[src/rtl/eelog_pkg.sv]
package eelog_pkg;
   typedef enum logic [1:0] {
      ST_IDLE  = 2'd0,
      ST_WRITE = 2'd1,
      ST_GAP   = 2'd2
   } seq_state_t;

   typedef enum logic {
      OP_STORE = 1'b0,
      OP_ERASE = 1'b1
   } seq_op_t;
endpackage

[src/rtl/eelog_ptr.sv]
module eelog_ptr #(
   parameter int MEM_DEPTH = 128,
   parameter int ADDR_W    = 7
) (
   input  logic [ADDR_W-1:0] cur,
   output logic [ADDR_W-1:0] nxt,
   output logic              last
);
   localparam logic [ADDR_W-1:0] TOP_ADDR = ADDR_W'(MEM_DEPTH - 1);
   localparam bit IS_POW2 = (MEM_DEPTH & (MEM_DEPTH - 1)) == 0;

   assign last = (cur == TOP_ADDR);

   generate
      if (IS_POW2) begin : g_natural_wrap
         assign nxt = cur + 1'b1;
      end else begin : g_compare_wrap
         assign nxt = last ? '0 : cur + 1'b1;
      end
   endgenerate
endmodule

[src/rtl/eelog_fsm.sv]
module eelog_fsm
   import eelog_pkg::*;
(
   input  logic clk,
   input  logic rst_n,
   input  logic store_req,
   input  logic erase_req,
   input  logic mst_done,
   input  logic sweep_last,
   output logic busy,
   output logic mst_req,
   output logic erasing,
   output logic start_store,
   output logic start_erase,
   output logic step,
   output logic done
);
   seq_state_t state_q;
   seq_op_t    op_q;
   logic       finish;

   assign busy        = (state_q != ST_IDLE);
   assign mst_req     = (state_q == ST_WRITE);
   assign erasing     = busy && (op_q == OP_ERASE);
   assign start_erase = (state_q == ST_IDLE) && erase_req;
   assign start_store = (state_q == ST_IDLE) && store_req && !erase_req;
   assign step        = (state_q == ST_WRITE) && mst_done;
   assign finish      = step && ((op_q == OP_STORE) || sweep_last);

   always_ff @(posedge clk) begin
      if (!rst_n) begin
         state_q <= ST_IDLE;
         op_q    <= OP_STORE;
         done    <= 1'b0;
      end else begin
         done <= finish;
         unique case (state_q)
            ST_IDLE: begin
               if (start_erase) begin
                  state_q <= ST_WRITE;
                  op_q    <= OP_ERASE;
               end else if (start_store) begin
                  state_q <= ST_WRITE;
                  op_q    <= OP_STORE;
               end
            end
            ST_WRITE: begin
               if (finish)    state_q <= ST_IDLE;
               else if (step) state_q <= ST_GAP;
            end
            ST_GAP:  state_q <= ST_WRITE;
            default: state_q <= ST_IDLE;
         endcase
      end
   end

   a_r10_done_single: assert property (@(posedge clk) disable iff (!rst_n)
      done |=> !done);
   a_r10_done_idle: assert property (@(posedge clk) disable iff (!rst_n)
      done |-> !busy);
   a_r12_gap_drop: assert property (@(posedge clk) disable iff (!rst_n)
      (step && !finish) |=> !mst_req);
endmodule

[src/rtl/eelog_seq.sv]
module eelog_seq #(
   parameter int MEM_DEPTH = 128,
   parameter int DATA_W    = 8,
   parameter int CNT_W     = 8,
   localparam int ADDR_W   = (MEM_DEPTH > 1) ? $clog2(MEM_DEPTH) : 1
) (
   input  logic              clk,
   input  logic              rst_n,
   input  logic              store_req,
   input  logic [DATA_W-1:0] store_data,
   input  logic              erase_req,
   output logic              busy,
   output logic              done,
   output logic              mst_req,
   output logic [ADDR_W-1:0] mst_addr,
   output logic [DATA_W-1:0] mst_data,
   input  logic              mst_done,
   output logic [ADDR_W-1:0] wr_ptr,
   output logic [CNT_W-1:0]  stored_cnt,
   output logic [ADDR_W-1:0] backup_ptr
);
   initial begin : p_param_check
      assert (MEM_DEPTH >= 2) else $error("MEM_DEPTH must be at least 2");
      assert (DATA_W >= 1)    else $error("DATA_W must be positive");
      assert (CNT_W >= 1)     else $error("CNT_W must be positive");
   end

   logic              erasing, start_store, start_erase, step, sweep_last;
   logic [ADDR_W-1:0] ptr_q, ptr_nxt, backup_q;
   logic [CNT_W-1:0]  cnt_q;
   logic [DATA_W-1:0] data_q;

   eelog_ptr #(.MEM_DEPTH(MEM_DEPTH), .ADDR_W(ADDR_W)) u_ptr (
      .cur  (ptr_q),
      .nxt  (ptr_nxt),
      .last (sweep_last)
   );

   eelog_fsm u_fsm (
      .clk         (clk),
      .rst_n       (rst_n),
      .store_req   (store_req),
      .erase_req   (erase_req),
      .mst_done    (mst_done),
      .sweep_last  (sweep_last),
      .busy        (busy),
      .mst_req     (mst_req),
      .erasing     (erasing),
      .start_store (start_store),
      .start_erase (start_erase),
      .step        (step),
      .done        (done)
   );

   always_ff @(posedge clk) begin
      if (!rst_n) begin
         ptr_q    <= '0;
         backup_q <= '0;
         cnt_q    <= '0;
         data_q   <= '0;
      end else if (start_erase) begin
         ptr_q  <= '0;
         data_q <= '0;
      end else if (start_store) begin
         data_q <= store_data;
      end else if (step) begin
         ptr_q <= ptr_nxt;
         if (!erasing) begin
            cnt_q    <= cnt_q + 1'b1;
            backup_q <= ptr_q;
         end else if (sweep_last) begin
            cnt_q    <= '0;
            backup_q <= '0;
         end
      end
   end

   assign mst_addr   = ptr_q;
   assign mst_data   = data_q;
   assign wr_ptr     = ptr_q;
   assign stored_cnt = cnt_q;
   assign backup_ptr = backup_q;

   a_r4_ptr_range: assert property (@(posedge clk) disable iff (!rst_n)
      wr_ptr <= ADDR_W'(MEM_DEPTH - 1));
   a_r5_erase_zero: assert property (@(posedge clk) disable iff (!rst_n)
      (erasing && mst_req) |-> (mst_data == '0));
   a_r12_req_hold: assert property (@(posedge clk) disable iff (!rst_n)
      (mst_req && !mst_done) |=> (mst_req && $stable(mst_addr) && $stable(mst_data)));
   a_r7_busy_freeze: assert property (@(posedge clk) disable iff (!rst_n)
      (busy && !mst_done) |=> ($stable(wr_ptr) && $stable(stored_cnt)));
   a_r6_erase_clear: assert property (@(posedge clk) disable iff (!rst_n)
      (erasing && step && sweep_last) |=> (stored_cnt == '0 && backup_ptr == '0 && wr_ptr == '0));
endmodule

[config.mk]
export PLATFORM = sky130hd
export DESIGN_NAME = eelog_seq
export DESIGN_NICKNAME = d
export VERILOG_FILES = /design/src/rtl/eelog_pkg.sv /design/src/rtl/eelog_ptr.sv /design/src/rtl/eelog_fsm.sv /design/src/rtl/eelog_seq.sv
export SDC_FILE = /design/constraint.sdc
export NUM_CORES = 1
export LEC_CHECK = 0
export ABC_AREA = 1
export BUFFER_PORTS_ARGS = -buffer_cell sky130_fd_sc_hd__buf_2
export CELL_PAD_IN_SITES_DETAIL_PLACEMENT = 1
export CELL_PAD_IN_SITES_GLOBAL_PLACEMENT = 2
export CORE_ASPECT_RATIO = 0.75
export CORE_MARGIN = 8
export CORE_UTILIZATION = 26
export CTS_BUF_LIST = sky130_fd_sc_hd__clkbuf_16
export DETAILED_ROUTE_END_ITERATION = 8
export PLACE_DENSITY_LB_ADDON = 0.3
export SYNTH_ARGS = -nofsm -noshare
export SYNTH_HDL_FRONTEND = slang
export SYNTH_SLANG_ARGS = --single-unit
[constraint.sdc]
create_clock -name clk -period 1.4 [get_ports clk]
set_input_delay 0 -clock clk [delete_from_list [all_inputs] [get_ports clk]]
set_output_delay 0 -clock clk [all_outputs]
set_load 0.01 [all_outputs]
==> results.py <==
metrics = {
    "global_route": {
        "grt_pass1_vias": 1770,
        "grt_usage_pct": 11.6,
        "antenna_found_initial": 0,
        "grt_max_degree": 12,
        "grt_pass1_wl_um": 8490,
        "overflow": 0,
    },
    "drt": {
        "drt-total-wl_um": 4960,
        "initialDrtViolationCount": 46,
        "firstDrtPassIters": 5,
        "via_count": 1618,
        "drc": 0,
        "postRouteAntennaNets": 0,
        "routed_via_density": 4.27,
        "routedWlPerCell_um": 13.1,
    },
    "worst_setup_path": {
        "critPathKind": "reg2reg",
        "slowest_delay_ns": 0.42,
        "path_buf_inv": 0,
        "crit_family": "simple AND/OR/NAND/NOR gates",
        "crit_arrival_ns": 1.44,
        "start_kind": "flip-flop",
        "crit_path_max_fanout": 8,
        "critPathSlowestCell": "dfxtp_1",
        "required_ns": 1.57,
        "end_kind": "flip-flop",
        "worstPathCellList": "nand3_4 > nor3_2 > nand3_1 > nand2_1 > nor2_1",
    },
    "cts": {
        "clock_sinks": 34,
        "clock_latency_ns": 0.28,
        "cts_buffers": 5,
        "root_buffer": "clkbuf_16",
        "clockBufferDepth": 2,
        "cts_tree": "yes",
        "htree_levels": 2,
        "clk_pin_slew_ns": 0.06,
    },
    "timing": {
        "maxSlewViolCount": 0,
        "period_needed_ns": 1.27,
        "whs_ns": 0.0573,
        "maxSlewHeadroom_pct": 76.9,
        "rsz0062_at_grt": "false",
        "finClkSkew_ns": 0.00404,
        "max_freq_ghz": 0.787,
        "fin_tns_setup_ns": 0,
        "finalHoldViolCount": 0,
        "fin_ws_ns": 0.130,
        "finalCritPeriodShare_pct": 90.7,
        "worst_pin_slew_ns": 0.344,
        "setup_viol": 0,
    },
    "min_path": {
        "hold_class": "in2reg",
    },
    "yosys": {
        "async_reset_ff_share_pct": 0,
        "synth_top_flop_cell": "dfxtp_1",
        "ys_seq_area_share_pct": 43.0,
        "syn_area_mm2": 0.00158,
        "synth_edf_count": 0,
        "syn-num-nets": 236,
        "syn_inst": 221,
        "synth_cell_types": 27,
        "synth.avg_cell_area_um2": 7.16,
        "ys_ff_latch": 34,
        "yosys_warnings": 0,
    },
    "run_status": {
        "status": "completed",
    },
    "pwr": {
        "vdd_drop_max_mv": 0.597,
        "p_per_area_mw_per_mm2": 1150,
        "p_total_mw": 2.70,
        "p_leak_nw": 1.15,
    },
    "final_layout": {
        "drive_above_1_share_pct": 30.6,
        "nets": 315,
        "multi_input_area_um2": 742,
        "syn2layout_area_growth_pct": 48.2,
        "final_cell_mix": "nand2_1, buf_2, dfxtp_1, nor2_1, inv_1",
        "antenna_cells": 0,
        "final_common_cell": "nand2_1",
        "final.fill_count": 752,
        "seq_area_um2": 681,
        "instances_no_fill": 379,
    },
    "placement": {
        "place_hpwl_um": 3770,
        "dp_slack_ns": 0.110,
        "gp_congestion": 0.731,
        "io_buffers": 52,
        "placedCellCount": 362,
    },
    "floorplanning": {
        "core_area_mm2": 0.00586,
        "ios": 53,
        "die_h_um": 83.6,
        "start_util_pct": 27.0,
        "rows": 24,
        "die_w_um": 106,
        "dieArea_mm2": 0.00887,
    },
    "run": {
        "max_cap_violations": 0,
    },
}
[state kept, by name, indices dropped and copies added (netlist names)]
signal         count
mst_data           8
stored_cnt         8
backup_ptr         7
mst_addr           7
u_fsm.state_q      2
u_fsm.done         1
u_fsm.op_q         1
[logic make-up after synthesis]
group	Yosys count	synth area share, %
buffers and inverters	38	10.9
and+or+nand+nor	115	33.1
xor gates and xnor gates	2	1.11
adders and majority gates	2	1.58
AOI/OAI and AO/OA	30	10.3
DFF	34	43.0
[synthesized netlist by cell type (2+ instances only)]
| master | number | area share [%] |
|---|---|---|
| a211oi_1 | 2 | 0.95 |
| a21oi_1 | 16 | 5.1 |
| a21oi_2 | 2 | 1.1 |
| buf_4 | 7 | 3.3 |
| dfxtp_1 | 34 | 43 |
| ha_1 | 2 | 1.6 |
| inv_1 | 27 | 6.4 |
| nand2_1 | 54 | 13 |
| nand2_2 | 2 | 0.79 |
| nand3_1 | 15 | 4.7 |
| nor2_1 | 33 | 7.8 |
| nor2_4 | 2 | 1.4 |
| nor3_1 | 2 | 0.63 |
| o21ai_0 | 9 | 2.8 |
| xor2_1 | 2 | 1.1 |
[layout make-up]
| cell class | count | share of cell area (%) |
|---|---|---|
| Tap cell | 78 | 4.16 |
| Clock buffer | 5 | 5.33 |
| Clock inverter | 3 | 2.72 |
| Inverter | 29 | 4.75 |
| Multi-Input combinational cell | 149 | 31.6 |
| Sequential cell | 34 | 29.0 |
| Timing Repair Buffer | 81 | 22.4 |
[power breakdown]
part	leakage, nW	internal [mW]	switching [mW]
registers	0.275	0.991	0.0138
clock network	0.0915	1.01	0.418
logic	0.785	0.114	0.148
[metrics by stage]
stage / area (um2) / util (%)
final: 2350 / 40.1
after global placement: 2050 / 35.1
after global routing: 2350 / 40.1
after CTS: 2330 / 39.9
after floorplan: 1580 / -
after detailed placement: 2050 / 35.1
[per-layer routing]
metal  GRT usage, %  vias up  wire length (um)
li1               -      846                 -
met1           14.0      742              2400
met2           18.9       24              2260
met3           3.94        6               251
met4           3.06        0                47
met5              0        -                 0
[tightest hold or removal path: stages]
cell and delay, ns:
buf_2 0.12, nand2_1 0.09, a211oi_1 0.07
[repair_timing]
item	4_1_cts	5_1_grt
setup endpoints to repair	0	7
endpoints found under the hold margin	9	0
buffers inserted	0	0
hold buffers	9	0
gates resized for setup	0	3
[final timing paths]
check | start | depth (start not counted) | endpoint | slack, ns
setup / recovery | u_fsm.state_q[0]$_SDFFE_PN0P_ | 5 | mst_addr[5]$_SDFFE_PP0P_ | 0.13
hold / removal | erase_req | 3 | u_fsm.op_q$_SDFFE_PN0P_ | 0.06
setup reg to reg | u_fsm.state_q[0]$_SDFFE_PN0P_ | 5 | mst_addr[5]$_SDFFE_PP0P_ | 0.13
hold reg to reg | backup_ptr[2]$_SDFFE_PN0P_ | 2 | backup_ptr[2]$_SDFFE_PN0P_ | 0.47
Power figures use the tool's default switching activity.
